$ cat config.mk
export PLATFORM = sky130hd
export DESIGN_NAME = sio_port
export DESIGN_NICKNAME = d
export VERILOG_FILES = /design/src/rtl/sio_pkg.sv /design/src/rtl/sio_clkgen.sv /design/src/rtl/sio_sync_edge.sv /design/src/rtl/sio_shifter.sv /design/src/rtl/sio_port.sv
export SDC_FILE = /design/constraint.sdc
export NUM_CORES = 1
export LEC_CHECK = 0
export ABC_CLOCK_PERIOD_IN_PS = 3900
export BUFFER_PORTS_ARGS = -buffer_cell sky130_fd_sc_hd__clkbuf_2
export CAP_MARGIN = 20
export CELL_PAD_IN_SITES_DETAIL_PLACEMENT = 1
export CELL_PAD_IN_SITES_GLOBAL_PLACEMENT = 2
export CORE_MARGIN = 4
export CORE_UTILIZATION = 37
export DETAILED_ROUTE_END_ITERATION = 6
export PLACE_DENSITY_LB_ADDON = 0.08
export SETUP_SLACK_MARGIN = 0.5
export SLEW_MARGIN = 20
export SYNTH_ARGS = -nofsm -noshare
export SYNTH_HDL_FRONTEND = slang
export SYNTH_HIERARCHICAL = 1
export SYNTH_SLANG_ARGS = --single-unit
$ cat constraint.sdc
create_clock -name clk_i -period 3.9 [get_ports clk_i]
set_input_delay 0 -clock clk_i [delete_from_list [all_inputs] [get_ports clk_i]]
set_output_delay 0 -clock clk_i [all_outputs]
set_load 0.05 [all_outputs]
$ cat src/rtl/sio_pkg.sv
package sio_pkg;
  typedef struct packed {
    logic rise;
    logic fall;
  } sck_evt_t;
endpackage

$ cat src/rtl/sio_clkgen.sv
module sio_clkgen import sio_pkg::*; #(
  parameter int unsigned NUM_RATES     = 14,
  parameter int unsigned MIN_HALF_LOG2 = 3,
  parameter int unsigned SEL_W         = 4
) (
  input  logic             clk_i,
  input  logic             rst_ni,
  input  logic             en_i,
  input  logic [SEL_W-1:0] rate_sel_i,
  output logic             sck_o,
  output sck_evt_t         evt_o
);
  localparam int unsigned MAX_SEL = NUM_RATES - 1;
  localparam int unsigned CNT_W   = MIN_HALF_LOG2 + NUM_RATES - 1;

  logic [SEL_W-1:0] sel_c;
  logic [CNT_W-1:0] half_m1, cnt_q;
  logic             sck_q, tick;

  assign sel_c   = (rate_sel_i > SEL_W'(MAX_SEL)) ? SEL_W'(MAX_SEL) : rate_sel_i;
  assign half_m1 = (CNT_W'(1) << (CNT_W'(sel_c) + CNT_W'(MIN_HALF_LOG2))) - CNT_W'(1);
  assign tick    = en_i && (cnt_q >= half_m1);

  always_ff @(posedge clk_i or negedge rst_ni) begin
    if (!rst_ni) begin
      cnt_q <= '0;
      sck_q <= 1'b0;
    end else if (!en_i) begin
      cnt_q <= '0;
      sck_q <= 1'b0;
    end else if (tick) begin
      cnt_q <= '0;
      sck_q <= ~sck_q;
    end else begin
      cnt_q <= cnt_q + CNT_W'(1);
    end
  end

  assign sck_o      = sck_q;
  assign evt_o.rise = tick & ~sck_q;
  assign evt_o.fall = tick & sck_q;


  half_bound_chk: assert property (@(posedge clk_i) disable iff (!rst_ni)
    cnt_q <= half_m1);

  idle_low_chk: assert property (@(posedge clk_i) disable iff (!rst_ni)
    !en_i |-> !sck_q);
endmodule

$ cat src/rtl/sio_sync_edge.sv
module sio_sync_edge import sio_pkg::*; #(
  parameter int unsigned STAGES = 2
) (
  input  logic     clk_i,
  input  logic     rst_ni,
  input  logic     sck_i,
  input  logic     sdi_i,
  output sck_evt_t evt_o,
  output logic     sdi_o
);
  logic [STAGES-1:0] sck_sync, sdi_sync;
  logic              sck_last;

  always_ff @(posedge clk_i or negedge rst_ni) begin
    if (!rst_ni) begin
      sck_sync <= '0;
      sdi_sync <= '0;
      sck_last <= 1'b0;
    end else begin
      sck_sync <= {sck_sync[STAGES-2:0], sck_i};
      sdi_sync <= {sdi_sync[STAGES-2:0], sdi_i};
      sck_last <= sck_sync[STAGES-1];
    end
  end

  assign evt_o.rise = sck_sync[STAGES-1] & ~sck_last;
  assign evt_o.fall = ~sck_sync[STAGES-1] & sck_last;
  assign sdi_o      = sdi_sync[STAGES-1];


  edge_pulse_chk: assert property (@(posedge clk_i) disable iff (!rst_ni)
    evt_o.rise |=> !evt_o.rise);
endmodule

$ cat src/rtl/sio_shifter.sv
module sio_shifter import sio_pkg::*; #(
  parameter int unsigned DATA_W = 8
) (
  input  logic              clk_i,
  input  logic              rst_ni,
  input  logic              wr_i,
  input  logic [DATA_W-1:0] wr_data_i,
  input  sck_evt_t          evt_i,
  input  logic              sdi_i,
  output logic [DATA_W-1:0] data_o,
  output logic              sdo_o,
  output logic              busy_o,
  output logic              done_o,
  output logic              irq_o
);
  localparam int unsigned BIT_W = $clog2(DATA_W);

  logic [DATA_W-1:0] sr_q;
  logic [BIT_W-1:0]  bit_q;
  logic              cap_q, busy_q, done_q, irq_q;

  always_ff @(posedge clk_i or negedge rst_ni) begin
    if (!rst_ni) begin
      sr_q   <= '0;
      bit_q  <= '0;
      cap_q  <= 1'b0;
      busy_q <= 1'b0;
      done_q <= 1'b0;
      irq_q  <= 1'b0;
    end else begin
      irq_q <= 1'b0;
      if (wr_i && !busy_q) begin
        sr_q   <= wr_data_i;
        bit_q  <= '0;
        busy_q <= 1'b1;
        done_q <= 1'b0;
      end else if (busy_q) begin
        if (evt_i.rise) cap_q <= sdi_i;
        if (evt_i.fall) begin
          sr_q  <= {sr_q[DATA_W-2:0], cap_q};
          bit_q <= bit_q + BIT_W'(1);
          if (bit_q == BIT_W'(DATA_W - 1)) begin
            busy_q <= 1'b0;
            done_q <= 1'b1;
            irq_q  <= 1'b1;
          end
        end
      end
    end
  end

  assign data_o = sr_q;
  assign sdo_o  = sr_q[DATA_W-1];
  assign busy_o = busy_q;
  assign done_o = done_q;
  assign irq_o  = irq_q;


  done_pulse_chk: assert property (@(posedge clk_i) disable iff (!rst_ni)
    irq_q |-> (!busy_q && done_q));

  irq_single_chk: assert property (@(posedge clk_i) disable iff (!rst_ni)
    irq_q |=> !irq_q);

  shift_hold_chk: assert property (@(posedge clk_i) disable iff (!rst_ni)
    (busy_q && !evt_i.fall) |=> $stable(sr_q));

  idle_hold_chk: assert property (@(posedge clk_i) disable iff (!rst_ni)
    (!busy_q && !wr_i) |=> ($stable(sr_q) && !irq_q));
endmodule

$ cat src/rtl/sio_port.sv
module sio_port import sio_pkg::*; #(
  parameter int unsigned DATA_W        = 8,
  parameter int unsigned NUM_RATES     = 14,
  parameter int unsigned MIN_HALF_LOG2 = 3,
  parameter int unsigned SEL_W         = 4,
  parameter int unsigned SYNC_STAGES   = 2
) (
  input  logic              clk_i,
  input  logic              rst_ni,
  input  logic              master_i,
  input  logic [SEL_W-1:0]  rate_sel_i,
  input  logic              wr_en_i,
  input  logic [DATA_W-1:0] wr_data_i,
  output logic [DATA_W-1:0] rd_data_o,
  input  logic              sck_i,
  output logic              sck_o,
  input  logic              sdi_i,
  output logic              sdo_o,
  output logic              busy_o,
  output logic              done_o,
  output logic              irq_o
);
  sck_evt_t gen_evt, ext_evt, evt_sel;
  logic     ext_sdi, sdi_sel, gen_en;

  assign gen_en = busy_o & master_i;

  sio_clkgen #(
    .NUM_RATES(NUM_RATES), .MIN_HALF_LOG2(MIN_HALF_LOG2), .SEL_W(SEL_W)
  ) u_clkgen (
    .clk_i, .rst_ni, .en_i(gen_en), .rate_sel_i, .sck_o, .evt_o(gen_evt)
  );

  sio_sync_edge #(.STAGES(SYNC_STAGES)) u_sync (
    .clk_i, .rst_ni, .sck_i, .sdi_i, .evt_o(ext_evt), .sdi_o(ext_sdi)
  );

  // master samples the pin directly; slave uses the synced copy aligned to the synced clock
  assign evt_sel = master_i ? gen_evt : ext_evt;
  assign sdi_sel = master_i ? sdi_i : ext_sdi;

  sio_shifter #(.DATA_W(DATA_W)) u_shift (
    .clk_i, .rst_ni, .wr_i(wr_en_i), .wr_data_i, .evt_i(evt_sel), .sdi_i(sdi_sel),
    .data_o(rd_data_o), .sdo_o, .busy_o, .done_o, .irq_o
  );


  mode_stable_chk: assert property (@(posedge clk_i) disable iff (!rst_ni)
    busy_o |-> ($stable(master_i) && $stable(rate_sel_i)));

  slave_sck_low_chk: assert property (@(posedge clk_i) disable iff (!rst_ni)
    !master_i |-> !sck_o);
endmodule

==> flow_metrics.env <==
export IMPL_status="complete, no violations"
export IMPL_worst_slack_ns=0.567
export IMPL_hpwl_mm=5.05
export IMPL_end_kind="register"
export IMPL_synthCells=281
export IMPL_hold_viol=0
export IMPL_finalSetupViolations=0
export IMPL_cp_arrival_ns=3.50
export IMPL_start_kind="primary input"
export IMPL_final_nets=376
export IMPL_swShare=0.411
export IMPL_required_ns=4.07
export IMPL_pwr_share_comb=0.398
export IMPL_gp_congestion=0.833
export IMPL_cts_htree_levels=2
export IMPL_clock_skew_ns=0.00480
export IMPL_multi_input_area_sq_um=1750
export IMPL_cts_sinks=37
export IMPL_cp_max_fo=7
export IMPL_ys_seq_area_frac=0.353
export IMPL_synthesis_nets=321
export IMPL_cap_violations=0
export IMPL_synthFlopType="dfrtp_1"
export IMPL_synthSimpleGateAreaFrac=0.217
export IMPL_io_pins=31
export IMPL_synth_distinct_cells=51
export IMPL_relSlewSlack=0.613
export IMPL_holdPathStages=3
export IMPL_drc=0
export IMPL_rows=30
export IMPL_synth_xor_area_frac=0.0669
export IMPL_crit_type="in2reg"
export IMPL_tns_ns=0
export IMPL_antenna_found_initial=0
export IMPL_drive_gt1_frac=0.301
export IMPL_cts_tree="yes"
export IMPL_ant_nets=0
export IMPL_power_density_nw_per_um2=390
export IMPL_yosysWarnings=6
export IMPL_syn_cell_area_sq_um=2620
export IMPL_core_sq_um=6830
export IMPL_synth_top_family_by_area="simple AND/OR/NAND/NOR gates"
export IMPL_die_area_sq_um=8490
export IMPL_drt_iter0_markers=71
export IMPL_final_cells=432
export IMPL_power_frac_clock=0.212
export IMPL_seqCellArea_sq_um=926
export IMPL_numPortBuffers=30
export IMPL_fill_cells=811
export IMPL_dieWidth_um=92.2
export IMPL_grt_pass1_wl_mm=11.6
export IMPL_vias_per_cell=5.17
export IMPL_ys_async_sr_fraction=1.00
export IMPL_hold_path_class="in2reg"
export IMPL_overflow=0
export IMPL_cts_made_buffers=5
export IMPL_totalWireLength_mm=6.92
export IMPL_grt_max_degree=38
export IMPL_vias=2233
export IMPL_synth_fa_ha_area_frac=0.105
export IMPL_synth_compound_area_frac=0.135
export IMPL_tightest_slew_ns=0.575
export IMPL_netSwitchingPower_mw=0.536
export IMPL_min_period_over_period=0.855
export IMPL_clk_latency_ns=0.28
export IMPL_clk_pin_slew_ns=0.07
export IMPL_min_period_ns=3.33
export IMPL_rsz0062_at_grt="yes"
export IMPL_clockBufferDepth=2
export IMPL_syn_area_per_cell_sq_um=9.32
export IMPL_ir_drop_mv=0.429
export IMPL_placedCellCount=405
export IMPL_diodes=0
export IMPL_grt_pass1_vias=2345
export IMPL_root_buffer="clkbuf_8"
export IMPL_p_int_mw=0.770
export IMPL_die_h_um=92.2
export IMPL_area_growth_pct=27.9
export IMPL_initial_core_util=0.384
export IMPL_fmax_ghz=0.300
export IMPL_preCtsSetupSlack_ns=0.105
export IMPL_first_pass_iters=4
export IMPL_report_final_slew_viol_count=0
export IMPL_grt_total_usage=0.171
export IMPL_synth_seq_cells=37
export IMPL_power_leakage_nw=1.51
export IMPL_pwr_share_seq=0.390
export IMPL_synth_area_mux_share=0.0740
export IMPL_wl_per_cell_um=16.0
export IMPL_rr_worst_depth=9
export IMPL_synth_edff_count=0
final timing paths:
path	startpoint	to	slack, ns
setup / recovery	rate_sel_i[1]	u_shift/data_o[4]	0.57
hold / removal	wr_data_i[6]	u_shift/data_o[6]	0.01
setup reg to reg	u_clkgen/cnt_q[9]	u_shift/data_o[4]	1.27
hold reg to reg	u_sync/sck_sync[0]	u_sync/sck_sync[1]	0.36
max in group asynchronous	rst_ni	u_clkgen/cnt_q[3]	3.21
min in group asynchronous	rst_ni	u_clkgen/sck_o	0.21
cell usage after synthesis (2+ instances only):
cell type   n  share of area
o21ai_0     7          0.013
buf_6       3          0.013
inv_1      10          0.014
mux2_2      3          0.013
o31a_1      2         0.0067
buf_2       3         0.0057
o22ai_1     3         0.0072
xor2_1     13          0.043
nor2_1     35          0.050
nand2b_1    4         0.0095
dfrtp_1    37           0.35
nor4b_1     2         0.0067
nor3_1     11          0.021
o211ai_1    4          0.011
a22oi_1     2         0.0057
and3_1      4         0.0095
mux2_4      2          0.011
nand3_1    13          0.025
or3b_1      5          0.017
nor2b_1     4         0.0095
nand2_1    17          0.024
o221a_1     5          0.021
and3b_1     2         0.0067
a21oi_1    13          0.025
mux2i_1    13          0.050
nand4_1     4         0.0095
xnor2_1     7          0.023
ha_1       22           0.11
clkbuf_1    5         0.0072
buf_4       3         0.0086
o2bb2ai_1   2         0.0067
nor3b_1     2         0.0057
what timing repair did:
action	4_1_cts	5_1_grt
gates cloned	1	0
pin swaps	1	18
hold endpoints to repair	40	0
setup buffers	1	13
resized for setup	9	21
hold buffers	4	0
endpoints found under the setup margin	10	15
worst max-delay path: stages:
cell,delay [ns]
buf_8,0.10
nor2_4,0.16
ha_4,0.26
and3b_2,0.23
a22oi_2,0.23
o22ai_4,0.15
nor4b_2,0.30
nor3_2,0.07
ha_1,0.33
nand4_1,0.13
inv_1,0.06
a2111o_1,0.43
a21oi_2,0.16
nor3b_2,0.07
mux2_4,0.30
mux2_4,0.31
o221a_1,0.23
routing by layer:
metal	track usage	part of all wire	up-vias
met5	0	0	-
met4	0.0446	0.0085	0
met3	0.0353	0.026	4
met2	0.308	0.52	33
met1	0.207	0.45	1080
li1	-	-	1116
registers in the layout (all words and copies together) (netlist names):
signal and flops:
u_clkgen/cnt_q 16, u_shift/data_o 8, u_shift/bit_q 3, u_sync/sck_sync 2
u_sync/sdi_sync 2, u_clkgen/sck_o 1, u_shift/busy_o 1, u_shift/cap_q 1
u_shift/done_o 1, u_shift/irq_o 1, u_sync/sck_last 1
logic make-up after synthesis:
logic type      after synthesis
xor+xnor                     20
mux                          18
compound gates               49
buf+inv                      24
simple gates                111
fa+ha+maj                    22
flops                        37
through the flow:
step / power (mW) / cell area, sq um / hold WS, ns / utilization
detailed placement: 1.00 / 2960 / 0.110 / 0.434
global placement: 0.995 / 2960 / 0.109 / 0.434
finish: 1.31 / 3350 / 0.0131 / 0.490
floorplan: 0.887 / 2750 / -0.296 / -
CTS: 1.30 / 3150 / 0.00342 / 0.461
global route: 1.39 / 3350 / 0.00641 / 0.490
final cells by class:
type,instances,area share
Clock buffer,6,0.0246
Clock inverter,1,0.00224
Inverter,10,0.0112
Multi-Input combinational cell,221,0.521
Sequential cell,37,0.276
Tap cell,96,0.0358
Timing Repair Buffer,61,0.128
power by group through the flow:
stage | combinational [mW] | sequential (mW) | clock, mW
floorplan | 0.228 | 0.658 | 0
global placement | 0.477 | 0.518 | 0
detailed placement | 0.487 | 0.515 | 0
CTS | 0.498 | 0.511 | 0.291
global route | 0.561 | 0.522 | 0.310
finish | 0.520 | 0.510 | 0.277
cell usage in the layout, fill, tap and decap left out, types with 2 or more instances in the layout:
master	count
mux2_4	4
xor2_1	13
dfrtp_1	37
o211ai_1	4
nand3_4	2
mux2i_1	13
o21ai_0	3
nand4_1	4
a21oi_1	12
o22ai_1	2
ha_1	20
nand3_1	10
buf_4	24
clkbuf_8	6
nor2b_1	3
o31a_1	2
mux2_2	2
or3b_1	5
nor3_1	9
ha_4	2
buf_6	2
o21ai_1	4
nor2_4	2
xnor2_1	7
nand2_1	17
nor2_1	32
o221a_1	5
o2bb2ai_1	2
inv_1	10
dlygate4sd3_1	4
and3_1	4
clkbuf_2	28
nand2b_1	4
Power figures use the tool's default switching activity.
